`src/rtl/reclock_ctrl.sv`:
```
module reclock_ctrl #(
  parameter int LOCK_AUTO_CYC  = 40,
  parameter int LOCK_FIXED_CYC = 12
) (
  input  logic       clk,
  input  logic       rst_n,
  input  logic [1:0] rate_sel,
  input  logic       force_bypass,
  input  logic       mute_n,
  input  logic       sec_clk_sel,
  input  logic       pll_raw_lock,
  input  logic [2:0] rate_class,
  input  logic       din_retimed,
  input  logic       din_raw,
  input  logic       rclk_bit,
  output logic       lock_det,
  output logic       bypass_sel,
  output logic       pri_mute,
  output logic       sec_mute,
  output logic       sec_is_clk,
  output logic       clk_ddr,
  output logic       sd_flag,
  output logic       pri_p,
  output logic       pri_n,
  output logic       sec_p,
  output logic       sec_n
);

  localparam int MAXC = (LOCK_AUTO_CYC > LOCK_FIXED_CYC) ? LOCK_AUTO_CYC : LOCK_FIXED_CYC;
  localparam int CW   = $clog2(MAXC + 1);

  logic [CW-1:0] cnt_q;
  logic [2:0]    cls_q;
  logic          sd_q;
  logic          accept;
  logic          test_mode;
  logic [CW-1:0] limit;

  assign test_mode = (rate_sel == 2'b11);
  assign limit     = (rate_sel == 2'b00) ? CW'(LOCK_AUTO_CYC) : CW'(LOCK_FIXED_CYC);

  always_comb begin
    case (rate_sel)
      2'b00:   accept = (rate_class >= 3'd1) && (rate_class <= 3'd3);
      2'b01:   accept = (rate_class == 3'd1);
      2'b10:   accept = (rate_class == 3'd2) || (rate_class == 3'd3);
      default: accept = 1'b0;
    endcase
  end

  always_ff @(posedge clk) begin
    if (!rst_n) begin
      cnt_q <= '0;
      cls_q <= 3'd0;
      sd_q  <= 1'b0;
    end else begin
      cls_q <= rate_class;
      sd_q  <= (cls_q == 3'd1);
      if (!pll_raw_lock || !accept || rate_class != cls_q)
        cnt_q <= '0;
      else if (cnt_q < limit)
        cnt_q <= cnt_q + 1'b1;
    end
  end

  assign lock_det   = (cnt_q >= limit) && (cnt_q != '0);
  assign bypass_sel = test_mode || force_bypass || !lock_det;
  assign sec_is_clk = sec_clk_sel;
  assign pri_mute   = !mute_n;
  assign sec_mute   = !mute_n || (sec_clk_sel && bypass_sel);
  assign clk_ddr    = lock_det && (cls_q == 3'd3);
  assign sd_flag    = sd_q && lock_det;

  logic pri_bit, sec_bit;
  assign pri_bit = bypass_sel ? din_raw : din_retimed;
  assign sec_bit = sec_clk_sel ? rclk_bit : pri_bit;
  assign pri_p   = pri_mute ? 1'b0 : pri_bit;
  assign pri_n   = pri_mute ? 1'b1 : ~pri_bit;
  assign sec_p   = sec_mute ? 1'b0 : sec_bit;
  assign sec_n   = sec_mute ? 1'b1 : ~sec_bit;

  a_r4_mute_both: assert property (@(posedge clk) disable iff (!rst_n)
    !mute_n |-> (pri_mute && sec_mute));
  a_r6_test_no_lock: assert property (@(posedge clk) disable iff (!rst_n)
    (rate_sel == 2'b11) |=> !lock_det);
  a_r3_unsup_no_lock: assert property (@(posedge clk) disable iff (!rst_n)
    (rate_class >= 3'd4) |=> !lock_det);
  a_r2_rise_needs_raw: assert property (@(posedge clk) disable iff (!rst_n)
    $rose(lock_det) |-> $past(pll_raw_lock));
  a_r7_clk_bypass_mute: assert property (@(posedge clk) disable iff (!rst_n)
    (sec_is_clk && bypass_sel) |-> (!sec_p && sec_n));
  a_r9_sd_low_unlocked: assert property (@(posedge clk) disable iff (!rst_n)
    !lock_det |-> !sd_flag);
  a_r10_pri_static: assert property (@(posedge clk) disable iff (!rst_n)
    pri_mute |-> (!pri_p && pri_n));

endmodule

```
`config.mk`:
```
export PLATFORM = sky130hd
export DESIGN_NAME = reclock_ctrl
export DESIGN_NICKNAME = d
export VERILOG_FILES = /design/src/rtl/reclock_ctrl.sv
export SDC_FILE = /design/constraint.sdc
export NUM_CORES = 1
export LEC_CHECK = 0
export BUFFER_PORTS_ARGS = -buffer_cell sky130_fd_sc_hd__buf_2
export CAP_MARGIN = 20
export CORE_MARGIN = 4
export CORE_UTILIZATION = 45
export CTS_CLUSTER_SIZE = 14
export DETAILED_ROUTE_END_ITERATION = 12
export PLACE_DENSITY = 0.74
export SLEW_MARGIN = 20
export SYNTH_ARGS = -nofsm -noshare
export SYNTH_HDL_FRONTEND = slang
export SYNTH_SLANG_ARGS = --single-unit
```
`constraint.sdc`:
```
create_clock -name clk -period 4.5 [get_ports clk]
set_input_delay 0.45 -clock clk [delete_from_list [all_inputs] [get_ports clk]]
set_output_delay 0.45 -clock clk [all_outputs]
set_load 0.02 [all_outputs]
```
# After elaboration in Yosys (flattened, before gate mapping)
# Index checks and enable logic that the tools add are counted.
# totals
input_bits	14
ff_bits	10
elab_cells	46
out_inout_bits	11
# classes
n_bitwise	3
add_sub_neg	1
reduce_logical	18
magnitude_cmp	4
n_mux	8
n_eq_ne	9
# ops
operator	n
3-bit by 2-bit == test with 1-bit output (second input constant)	3
6-bit by 1-bit adder with 6-bit output (second input constant)	1
3-bit by 1-bit == test with 1-bit output (second input constant)	2
6-bit greater-or-equal comparator	1
1-bit logical OR	6
6-bit < comparator	1
1-bit two-way mux	6
6-bit two-way mux	1
6-bit nonzero test	1
1-bit logical AND	5
2-bit == test (second input constant)	2
1-bit zero test	4
3-bit by 1-bit greater-or-equal comparator with 1-bit output (second input constant)	1
3-bit by 2-bit less-or-equal comparator with 1-bit output (second input constant)	1
3-bit != test	1
1-bit NOT	3
1-bit case mux with 3 select lines	1
2-bit by 1-bit == test with 1-bit output (second input constant)	1
2-bit zero test	1
2-bit OR reduction	1

# Longest topological paths before layout
# depth
depth_word	10
mapped_depth	6
ltp_nobuf	6

# Worst setup path before layout
# Ideal clock, no wire load.
# synth_timing
path_type	input -> output
from	input port rate_sel[1]
to	output port pri_p
path_buffers	0
arrival_ns	2.244
required_ns	4.050
slack_ns	1.806
cell_stages	6
path_cell_list	or2_2 > ha_1 > nand3_1 > or2_4 > a211oi_4 > mux2i_1
# synth_via
elab_chain_cells	8
word_cells_on_any_way	10
cone_classes	order compare: 1; eq/ne: 1; mux: 3; reduce/logical: 5
# synth_rtl
item	line_no	rtl
from (decl)	7	input logic [1:0] rate_sel,
2-bit zero test	40	assign limit = (rate_sel == 2'b00) ? CW'(LOCK_AUTO_CYC) : CW'(LOCK_FIXED_CYC);
6-bit two-way mux	40	
6-bit greater-or-equal comparator	66	assign lock_det = (cnt_q >= limit) && (cnt_q != '0);
1-bit logical AND	66	
1-bit zero test	67	assign bypass_sel = test_mode || force_bypass || !lock_det;
1-bit logical OR *	67	
1-bit two-way mux *	75	assign pri_bit = bypass_sel ? din_raw : din_retimed;
1-bit two-way mux *	77	assign pri_p = pri_mute ? 1'b0 : pri_bit;
to (decl)	23	output logic pri_p,
# Every way passes the cells marked *; elsewhere a longest branch is shown, timed or not.

# Worst setup path in the final report
# layout_timing
from	input port rate_sel[1]
to	output port sec_n
# layout_via
elab_chain_cells	10
word_cells_on_any_way	14
cone_classes	order compare: 1; eq/ne: 1; mux: 4; bitwise: 1; reduce/logical: 7
# layout_rtl
item	line_no	rtl
2-bit zero test	40	
6-bit two-way mux	40	
6-bit greater-or-equal comparator	66	
1-bit logical AND	66	
1-bit zero test	67	
1-bit logical OR *	67	
1-bit two-way mux	75	
1-bit two-way mux	76	assign sec_bit = sec_clk_sel ? rclk_bit : pri_bit;
1-bit NOT	80	assign sec_n = sec_mute ? 1'b1 : ~sec_bit;
1-bit two-way mux *	80	
to (decl)	26	output logic sec_n
# Marks and branches as above.

==> qor.csv <==
stage,metric,value,unit
outcome,status,completed,
sta,setup_viol,0,
worst_setup_path,setup.worst_path.end_class,primary output,
grt,gr-total-overflow,0,
die,fp.dieH,47.1,µm
grt,grt_pass1_wl,2250,µm
clock_tree,clk_pin_slew,0.06,ns
grt,grt_pass1_vias,572,
route,drc,0,
worst_setup_path,arrival,2.51,ns
clock_tree,cts_buffers,3,
clock_tree,ctsLongestPathBuffers,2,
finish,final_core_util,0.626,
synthesis,syn_area,688,µm²
finish,drive_gt1_frac,0.306,
sta,finalHoldViolCount,0,
synthesis,synth_edf_count,0,
place,port_buffers,24,
sta,fin_ws,1.54,ns
route,num_vias,643,
route,first_iter_violations,9,
sta,finClkSkew,0.00816,ns
clock_tree,post_cts_resized,0,
power,peakVddDrop,0.197,mV
worst_hold_path,hold_path_class,in2reg,
synthesis,ys_ff_latch,10,
grt,antenna_found_initial,0,
place,gp_congestion,0.821,
power,power,200,µW
synthesis,seq_area_frac_synth,0.291,
clock_tree,insertion_delay,0.28,ns
die,core_area,1370,µm²
finish,final_cell_area,856,µm²
grt,grt_max_degree,8,
sta,layout_min_cycle_time,2.96,ns
synthesis,synth_area_per_cell,8.50,µm²
sta,max_freq,338,MHz
route,drt_first_pass_iters,4,
sta,rsz0062_at_grt,no,
synthesis,synth_fp_nets,99,
synthesis,synth_area_leaders,"dfxtp_1, ha_1, xnor2_1",
die,start_util,0.504,
worst_setup_path,start_kind,input port,
sta,tightest_slew,0.662,ns
synthesis,async_flop_share,0,
finish,fin_cells,123,
route,antenna_left,0,
route,wl_per_cell,11.3,µm
die,boundaryPins,25,
clock_tree,ctsRootBufferMaster,clkbuf_4,
clock_tree,hold_buffers,0,
finish,syn2layout_area_growth,24.4,%
worst_setup_path,required,4.05,ns
power,p_per_area,234,nW/µm²
synthesis,synth-main-ff-cell,dfxtp_1,
finish,fin_nets,127,
synthesis,synth_warnings,0,
worst_setup_path,reg2reg_slack,2.92,ns
worst_setup_path,criticalPathCategory,in2out,
grt,grtUsageTotal,0.147,
synthesis,synthCells,81,
sta,whs,0.392,ns
flow_run,max_cap_viol_count,0,
synthesis,synth_top_area_frac,0.291,
sta,tns,0,ns
worst_setup_path,crit_fanout,6,
die,rows,13,
place,placed_cells,119,
place,place_area,820,µm²
clock_tree,cts_sinks,10,
sta,slew_viol_final,0,
route,routed_wl,1390,µm
sta,max_slew_margin,0.554,
die,die_w,47.1,µm
synthesis,yosys.area.top_type,dfxtp_1,
sta,fin_crit_sh,0.657,
route,drt-vias-per-instance,5.23,
place,pre_cts_ws,1.54,ns
die,dieArea,2220,µm²
clock_tree,cts_tree,yes,
clock_tree,cts_setup_buffers,0,
place,hpwl,1150,µm
synthesis,netlist-cell-type-count,31,
clock_tree,htreeDepth,1,
power,p_leak,0.342,nW
finish,num_antenna_cells,0,
-- Yosys cell counts (all sizes together), types with 2 or more instances --
master,count
nor2,5
nand3b,2
a211oi,2
nor4b,2
mux2i,2
nor3,2
dfxtp,10
nor2b,2
xnor2,4
a21oi,5
ha,4
and2,5
or2,2
nand2b,5
nand3,3
mux2,3
nand2,7
inv,7
-- metal layers --
layer	vias to the layer above	GRT usage	wire (µm)
li1	335	-	-
met1	286	0.150	587
met2	20	0.271	650
met3	2	0.0690	136
met4	0	0.0331	15
met5	-	0	0
-- sequential cells by signal (all words and copies together), names as in the netlist --
name   cells
cls_q      3
cnt_q      6
sd_q       1
-- where the power goes --
group	leakage (nW)	internal [mW]	switching (mW)	total [mW]
clock	0.0210	0.0492	0.0334	0.0827
sequential	0.0815	0.0903	0.00145	0.0917
combinational	0.239	0.0119	0.0137	0.0256
total	0.342	0.151	0.0486	0.200
-- worst max-delay path, stage by stage --
cell      delay [ns]
buf_2           0.11
or2_2           0.30
ha_1            0.38
a21oi_1         0.12
and2_1          0.24
a211oi_4        0.37
mux2_1          0.36
buf_2           0.16
-- worst paths after layout --
check,start,end,depth (start not counted)
max,rate_sel[1],sec_n,8
min,rate_class[2],cls_q[2],2
max reg2reg,cnt_q[5],cnt_q[3],4
min reg2reg,cls_q[2],sd_q,1
-- placed cells by master (no fill, tap or decap), types with 3 or more instances in the layout --
cell,count
xnor2_1,4
nor2_1,5
ha_1,4
and2_1,5
a21oi_1,5
nand2_1,7
buf_2,24
nand3_1,3
clkbuf_4,3
nand2b_1,4
inv_1,7
dfxtp_1,10
-- cell type report --
type | count | area [µm²]
clock buffers | 4 | 36.3
fillers | 122 | 510
inverters | 7 | 26.3
multi-input cells | 63 | 454
flip-flops and latches | 10 | 200
well taps | 15 | 18.8
repair buffers | 24 | 120
-- cell families after synthesis --
group / count (synthesis) / synth area share
xor gates and xnor gates: 4 / 0.0509
buffers and inverters: 8 / 0.0491
AOI/OAI and AO/OA: 11 / 0.118
muxes: 5 / 0.0782
DFF: 10 / 0.291
and+or+nand+nor: 39 / 0.340
adders and majority gates: 4 / 0.0727
Power figures use the tool's default switching activity.
